==> src/rtl/tw_pkg.sv <==
// Package: shared widths and group encoding for the ternary word expander.
// Assumes the fixed ratio of 5 code bits to 3 digits of 2 bits each.
package tw_pkg;
    localparam int CODE_W  = 5;
    localparam int DIGITS  = 3;
    localparam int TRIT_W  = 2 * DIGITS;

    // Magnitude group selected by code bits [1:0].
    typedef enum logic [1:0] {
        GRP_TOP_ZERO = 2'b00,
        GRP_LOW_ZERO = 2'b01,
        GRP_MID_ZERO = 2'b10,
        GRP_ALL_SET  = 2'b11
    } mag_group_e;
endpackage

==> src/rtl/tw_mag_select.sv <==
// Module: picks the three digit magnitudes for one 5-bit code.
// Assumes code[1:0] is the group selector and code[4:2] are reusable bits.
module tw_mag_select
    import tw_pkg::*;
(
    input  logic [CODE_W-1:0] code,
    output logic [DIGITS-1:0] mag    // index 2 = top digit
);
    mag_group_e grp;

    assign grp = mag_group_e'(code[1:0]);

    // Purpose: map the selected group and spare bits onto a magnitude vector.
    always_comb begin
        case (grp)
            GRP_ALL_SET:  mag = 3'b111;
            GRP_TOP_ZERO: mag = {1'b0, 1'b1, code[4]};
            GRP_MID_ZERO: mag = {code[3], 1'b0, 1'b1};
            default:      mag = {code[3] | code[2], code[2], 1'b0};
        endcase
    end
endmodule

==> src/rtl/tw_sign_merge.sv <==
// Module: builds the sign/magnitude pairs from magnitudes and sign bits.
// Assumes sign source j drives digit j; a zero magnitude forces a zero sign.
module tw_sign_merge
    import tw_pkg::*;
(
    input  logic [DIGITS-1:0] mag,
    input  logic [DIGITS-1:0] sgn_src,
    output logic [TRIT_W-1:0] pairs
);
    for (genvar j = 0; j < DIGITS; j++) begin : g_pair
        // Purpose: gate each sign with its magnitude so 10 cannot appear.
        always_comb begin
            pairs[2*j]   = mag[j];
            pairs[2*j+1] = mag[j] & sgn_src[j];
        end
    end
endmodule

==> src/rtl/tw_lane.sv <==
// Module: one complete 5-bit to 3-digit decoder lane.
// Assumes a purely combinational path; the checks below watch the lane's ports.
module tw_lane
    import tw_pkg::*;
(
    input  logic [CODE_W-1:0] code,
    output logic [TRIT_W-1:0] trits
);
    logic [DIGITS-1:0] mag;

    tw_mag_select u_mag (
        .code (code),
        .mag  (mag)
    );

    tw_sign_merge u_sign (
        .mag     (mag),
        .sgn_src (code[4:2]),
        .pairs   (trits)
    );

    // Purpose: guard the lane's port-level contract on every input change.
    always_comb begin
        AST_NO_ILLEGAL_TOP: assert (trits[5:4] != 2'b10);
        AST_NO_ILLEGAL_MID: assert (trits[3:2] != 2'b10);
        AST_NO_ILLEGAL_LOW: assert (trits[1:0] != 2'b10);
        AST_TOP_SIGN_SRC:   assert (!trits[4] || (trits[5] == code[4]));
        AST_LOW_SIGN_SRC:   assert (!trits[0] || (trits[1] == code[2]));
        AST_ALL_SET:        assert (code[1:0] != 2'b11 || (trits[4] && trits[2] && trits[0]));
        AST_TOP_ZERO:       assert (code[1:0] != 2'b00 || (trits[5:4] == 2'b00 && trits[2] && trits[0] == code[4]));
        AST_MID_ZERO:       assert (code[1:0] != 2'b10 || (trits[3:2] == 2'b00 && trits[0] && trits[4] == code[3]));
        AST_LOW_ZERO:       assert (code[1:0] != 2'b01 || (trits[1:0] == 2'b00 && trits[2] == code[2] && trits[4] == (code[3] | code[2])));
    end
endmodule

==> src/rtl/tern_word_expand.sv <==
// Module: expands a packed word of 5-bit codes into 6-bit digit triples.
// Assumes the memory word is LANES*5 bits; lane k sits at bits [5k+4:5k].
module tern_word_expand
    import tw_pkg::*;
#(
    parameter int LANES = 4
) (
    input  logic [CODE_W*LANES-1:0] code_i,
    output logic [TRIT_W*LANES-1:0] trit_o
);
    localparam int IN_W  = CODE_W * LANES;
    localparam int OUT_W = TRIT_W * LANES;

    // Purpose: elaboration-time check that the lane count is usable.
    initial begin
        AST_LANES_VALID: assert (LANES >= 1 && IN_W > 0 && OUT_W > 0);
    end

    for (genvar k = 0; k < LANES; k++) begin : g_lane
        tw_lane u_lane (
            .code  (code_i[CODE_W*k +: CODE_W]),
            .trits (trit_o[TRIT_W*k +: TRIT_W])
        );
    end
endmodule

==> config.mk <==
export PLATFORM = sky130hd
export DESIGN_NAME = tern_word_expand
export DESIGN_NICKNAME = d
export VERILOG_FILES = /design/src/rtl/tw_pkg.sv /design/src/rtl/tw_mag_select.sv /design/src/rtl/tw_sign_merge.sv /design/src/rtl/tw_lane.sv /design/src/rtl/tern_word_expand.sv
export SDC_FILE = /design/constraint.sdc
export NUM_CORES = 1
export LEC_CHECK = 0
export CAP_MARGIN = 20
export CORE_UTILIZATION = 26
export DETAILED_ROUTE_END_ITERATION = 6
export GPL_TIMING_DRIVEN = 1
export PLACE_DENSITY = 0.74
export SYNTH_ARGS = -nofsm -noshare
export SYNTH_HDL_FRONTEND = slang
export SYNTH_SLANG_ARGS = --single-unit
==> constraint.sdc <==
create_clock -name vclk -period 1.8
set_clock_uncertainty 0.1 [all_clocks]
set_input_delay 0.27 -clock vclk [all_inputs]
set_output_delay 0.27 -clock vclk [all_outputs]
set_load 0.1 [all_outputs]
==> summary.md, run 1 <==
| Metric | Value |
|---|---|
| Most common cell in the netlist | ha_1 |
| Post-synth top cells | ha_1, and2_1, nand2_1, o21ai_0, inv_1 |
| Die Ht | ~43 µm |
| Post-synth top area cell | ha_1 |
| Main area contributors after synthesis | ha_1, and2_1, o21ai_0 |
| Synth warnings | 0 |
| Syn Area/Cell | roughly 6.7 µm² |
| Synth cell types | 12 |
| Row count | 14 |
| Starting Density | 28.08% |
| Port Buffers | 44 |
| Status | stopped before the end |
| Syn nets | 96 |
| Seq/Total Area, Yosys | 0% |
| Synthesized instance count | 64 |
| Die W | around 43 µm |
| Mapped Area | 427.9 µm² |
| Stop err | [ERROR DPL-0038] Utilization greater than 100%, impossible to legalize |
| Fail Step | 3_5_place_dp |
| Yosys top cell area share | 35.09% |
| Gp weighted congestion | 0.8084 |
| Ports | 44 |
[logic make-up after synthesis]
family	Yosys count	synth area share [%]
buffers and inverters	8	7.018
AOI/OAI and AO/OA	22	31.58
adders and majority gates	12	35.09
and+or+nand+nor	22	26.32
[per-stage QoR]
step              hold slack [ps]  TNS (ps)  instance area [µm²]
floorplan                   610.1     -5633                703.2
global placement             1189     -5960                 1642
==> inputs of run 2 (changes only) <==
--- a/config.mk
+++ b/config.mk
@@ -6,10 +6,11 @@
 export NUM_CORES = 1
 export LEC_CHECK = 0
 export CAP_MARGIN = 20
-export CORE_UTILIZATION = 26
+export CORE_AREA = 2 2 63 65
 export DETAILED_ROUTE_END_ITERATION = 6
+export DIE_AREA = 0 0 65 67
 export GPL_TIMING_DRIVEN = 1
-export PLACE_DENSITY = 0.74
+export PLACE_DENSITY_LB_ADDON = 0.15
 export SYNTH_ARGS = -nofsm -noshare
 export SYNTH_HDL_FRONTEND = slang
 export SYNTH_SLANG_ARGS = --single-unit
==> summary.md, run 2 <==
| Metric | Value |
|---|---|
| Max stage delay cell, worst path | clkdlybuf4s50_1 |
| Mapped Area | roughly 430 µm² |
| Port Buffers | 44 |
| Diodes inserted | 0 |
| Ports | 44 |
| Final Hold Fails | 0 |
| Post-synth top cells | ha_1, and2_1, nand2_1, o21ai_0, inv_1 |
| Slew @ Worst Pin | between 200 and 250 ps |
| Cell count of the worst hold path | 3 |
| DR WL met2 | 1074 µm |
| GR Util All Layers | approximately 9% |
| Max-cap violation count | 0 |
| Gr ovfl total | 0 |
| First-pass GRT wire length | about 3100 µm |
| WL/cell | a little under 10 µm |
| Syn nets | 96 |
| Synthesized instance count | 64 |
| Pleak | roughly 0.75 nW |
| Final worst setup slack | 53.14 ps |
| Hpwl dp | ~1700 µm |
| # DRC | 0 |
| Most common cell in the netlist | ha_1 |
| Crit path buffers/inverters | 3 |
| Seq/Total Area, Yosys | 0% |
| Row count | 22 |
| Vias in the first global route | about 710 |
| Drt via density | roughly 3.9 |
| Via count | just over 700 |
| Post-synth top area cell | ha_1 |
| CP Capture Type | output pin |
| Setup TNS | 0 ps |
| Total core area | between 3000 and 4000 µm² |
| PD cells | just under 500 nW/µm² |
| RSZ-0062 raised after global routing | no |
| DR iter-0 viols | 7 |
| Slew Limit Fails | 0 |
| Gp weighted congestion | 0.7489 |
| Largest net degree at the start of global routing | 5 |
| Relative slew slack | 85.84% |
| Max VDD drop | 0.0002880 V |
| Top cell family by delay on the critical path | buffers and inverters |
| Overall routed net length | around 1900 µm |
| Max layer used | met3 |
| Status | completed |
| Crit path time final | ~1700 ps |
| Antenna violations before repair | 0 |
| Syn Area/Cell | between 6 and 7 µm² |
| WP depth | 6 |
| Clock buffers | 0 |
| Fmax | 572.5 MHz |
| Drt first pass iters | 2 |
| Critical-path cell list | clkdlybuf4s50_1 -> buf_4 -> nand2_1 -> o21ai_4 -> and2_4 -> buf_12 |
| Final period util | ~97% |
| FF+latch area | 0 µm² |
| Crit path largest cell delay | about 500 ps |
| Util after Layout | 48.92% |
| Final #Nets | about 170 |
| Main area contributors after synthesis | ha_1, and2_1, o21ai_0 |
| Total power | slightly below 0.9 mW |
| Fin area | 1764 µm² |
| Placed Area | ~1700 µm² |
| Critical path class | input port to output pin |
| Routed met3 length | about 140 µm |
| Placed Cells incl. Taps | about 190 |
| Routed Antenna Nets | 0 |
| Yosys top cell area share | a little over a third |
| Max FO, Critical Path | 2 |
| Arrival time at the worst endpoint | 1380 ps |
| Final setup fails | 0 |
| Metal-1 WL | 641 µm |
| Die ar. | roughly 4400 µm² |
| Die W | about 65 µm |
| Worst hold margin | approximately 900 ps |
| Die Ht | about 67 µm |
| Starting Density | between 10% and 20% |
| Synth cell types | 12 |
| Synth warnings | 0 |
| Growth of design area from synthesis to finish | 312.3% |
| Sequential cell count | 0 |
| DP Worst Slack | -391.3 ps |
| Hold/Removal Path Class | input port to output pin |
| Commonest non-fill, non-tap cells in the layout | buf_4, buf_12, ha_4 |
| Startpoint types | input port |
| Worst path required time | around 1400 ps |
| Fin cells | roughly 190 |
| Layout cells sized above 1 | between 70% and 80% |
==> run 2: worst paths after layout <==
| check | startpoint | endpoint | slack (ps) |
|---|---|---|---|
| worst max-delay path | code_i[2] | trit_o[3] | 50 |
| worst min-delay path | code_i[13] | trit_o[15] | 890 |
==> run 2: logic make-up after synthesis <==
kind of cell,synth area share (%)
simple gates,26.32
compound gates,31.58
fa+ha+maj,35.09
buf+inv,7.018
==> run 2: area by class of cell <==
cell class	instances	area (µm²)
Fill cell	324	1842
Timing Repair Buffer	75	913.4
Multi-Input combinational cell	56	708.2
Inverter	8	82.58
Tap cell	48	60.06
==> run 2: routing by layer <==
metal	vias to the layer above	track usage [%]
met5	-	0
met4	0	0
met3	0	1.689
met2	19	18.30
met1	335	9.409
li1	368	-
==> run 2: power breakdown <==
group	leakage (nW)	switching, mW	internal, mW
clock network	0	0	0
registers	0	0	0
logic	0.745	0.515	0.361
total	0.745	0.515	0.361
==> run 2: what timing repair did <==
item / CTS / global route
endpoints found under the hold margin: 0 / 0
buffers inserted: 1 / 0
resized for setup: 45 / 8
endpoints found under the setup margin: 24 / 8
pin swaps: 11 / 9
hold buffers: 0 / 0
==> run 2: tightest hold or removal path: cells and delay by family <==
| family | cells | cell delay (ps) |
|---|---|---|
| buffers and inverters | 2 | 300 |
| AND/OR/NAND/NOR | 1 | 150 |
No activity file was read; power rests on OpenSTA's default activity.
==> inputs of run 3 (changes only) <==
--- a/config.mk
+++ b/config.mk
@@ -6,9 +6,9 @@
 export NUM_CORES = 1
 export LEC_CHECK = 0
 export CAP_MARGIN = 20
-export CORE_AREA = 2 2 63 65
+export CORE_AREA = 4 4 65 67
 export DETAILED_ROUTE_END_ITERATION = 6
-export DIE_AREA = 0 0 65 67
+export DIE_AREA = 0 0 69 71
 export GPL_TIMING_DRIVEN = 1
 export PLACE_DENSITY_LB_ADDON = 0.15
 export SYNTH_ARGS = -nofsm -noshare
==> summary.md, run 3 (synthesized netlist as in run 2, its figures left out) <==
| Metric | Value |
|---|---|
| Status | completed |
| # DRC | 0 |
| Critical path class | input port to output pin |
| Switching Power | a little over 0.5 mW |
| Hpwl dp | about 1800 µm |
| Internal | about 0.36 mW |
| Drt via density | about 3.8 |
| Diodes inserted | 0 |
| WL/cell | 9.824 µm |
| Crit path time final | 1777 ps |
| Die ar. | ~4900 µm² |
| Slew @ Worst Pin | 233.6 ps |
| Commonest non-fill, non-tap cells in the layout | buf_4, buf_12, ha_4 |
| CP Capture Type | output pin |
| Sw frac | about 59% |
| Setup TNS | 0 ps |
| Via count | slightly above 700 |
| Final Hold Fails | 0 |
| Ports | 44 |
| Worst path required time | 1430 ps |
| Overall routed net length | around 1800 µm |
| Die W | between 60 and 70 µm |
| Row count | 22 |
| Drt first pass iters | 3 |
| Relative slew slack | 84.36% |
| Starting Density | a little under an eighth |
| Gp weighted congestion | ~0.75 |
| Max stage delay cell, worst path | o211ai_1 |
| GR Util All Layers | 7.846% |
| Commonest non-fill, non-tap cell in the layout | buf_4 |
| Hold/Removal Path Class | input port to output pin |
| Final #Nets | ~170 |
| Layout cells sized above 1 | just under 80% |
| DP Worst Slack | -435.1 ps |
| Startpoint types | input port |
| Die Ht | a little over 70 µm |
| Port Buffers | 44 |
| Fmax | 562.8 MHz |
| Sequential share of power | 0% |
| Slew Limit Fails | 0 |
| Critical-path cell list | clkdlybuf4s15_1 -> buf_6 -> inv_12 -> ha_4 -> nand2_1 -> o211ai_1 -> and2_4 -> buf_12 |
| Max FO, Critical Path | 3 |
| Gr ovfl total | 0 |
| Max-cap violation count | 0 |
| Clk pwr share | 0% |
| Final setup fails | 0 |
| Routed Antenna Nets | 0 |
| Final period util | between 90% and 100% |
| Crit path largest cell delay | roughly 220 ps |
| RSZ-0062 raised after global routing | yes |
| Arrival time at the worst endpoint | ~1400 ps |
| FF+latch area | 0 µm² |
| Clock buffers | 0 |
| DR iter-0 viols | 12 |
| Final worst setup slack | approximately 23 ps |
| Vias in the first global route | ~760 |
| Total power | between 0.8 and 0.9 mW |
| PD cells | ~500 nW/µm² |
| Antenna violations before repair | 0 |
| Total core area | 3633 µm² |
| Logic pwr share | 100.0% |
| Fin area | 1765 µm² |
| First-pass GRT wire length | about 3400 µm |
| Growth of design area from synthesis to finish | 312.6% |
| Pleak | about 0.75 nW |
| Max VDD drop | roughly 0.00023 V |
| Placed Area | 1689 µm² |
| Sequential cell count | 0 |
| Fill count | 344 |
| Largest net degree at the start of global routing | 5 |
run 3: per-stage QoR:
step	hold slack, ps	cells	utilization, %
2_1_floorplan	610.1	64	-
3_3_place_gp	1198	187	46.49
3_5_place_dp	1199	187	46.49
4_1_cts	1006	188	48.86
5_1_grt	909.0	188	48.59
6_report	889.5	188	48.59
run 3: layer usage:
| layer | global-route usage (%) | part of all wire (%) |
|---|---|---|
| met5 | 0 | 0 |
| met4 | 0 | 0 |
| met3 | 1.420 | 5.2 |
| met2 | 14.94 | 56 |
| met1 | 9.707 | 39 |
run 3: timing repair:
item | in CTS | in global routing
endpoints found under the setup margin | 24 | 10
hold buffers | 0 | 0
resized for setup | 44 | 8
pin swaps | 7 | 4
setup buffers | 1 | 0
run 3: cell type report:
| type | instances | area (µm²) | share of cell area, % |
|---|---|---|---|
| multi-input combinational | 56 | 705.7 | 39.97 |
| timing repair buffer | 76 | 917.1 | 51.95 |
| tap | 48 | 60.06 | 3.402 |
| inverter | 8 | 82.58 | 4.678 |
run 3: worst max-delay path, delay by kind of cell:
family / cells / cell delay (ps)
adder cells (fa/ha/maj): 1 / 130
AO/OA/AOI/OAI: 1 / 220
AND/OR/NAND/NOR: 2 / 240
buffers and inverters: 4 / 540
run 3: final timing paths:
kind,startpoint,to,slack (ps),cells after the start
setup / recovery,code_i[10],trit_o[17],20,8
hold / removal,code_i[18],trit_o[21],890,3
run 3: power groups by stage:
stage | sequential [mW] | combinational (mW) | clock, mW
after global routing | 0 | 0.908 | 0
after detailed placement | 0 | 0.860 | 0
after floorplan | 0 | 0.482 | 0
final | 0 | 0.872 | 0
after global placement | 0 | 0.854 | 0
after CTS | 0 | 0.882 | 0
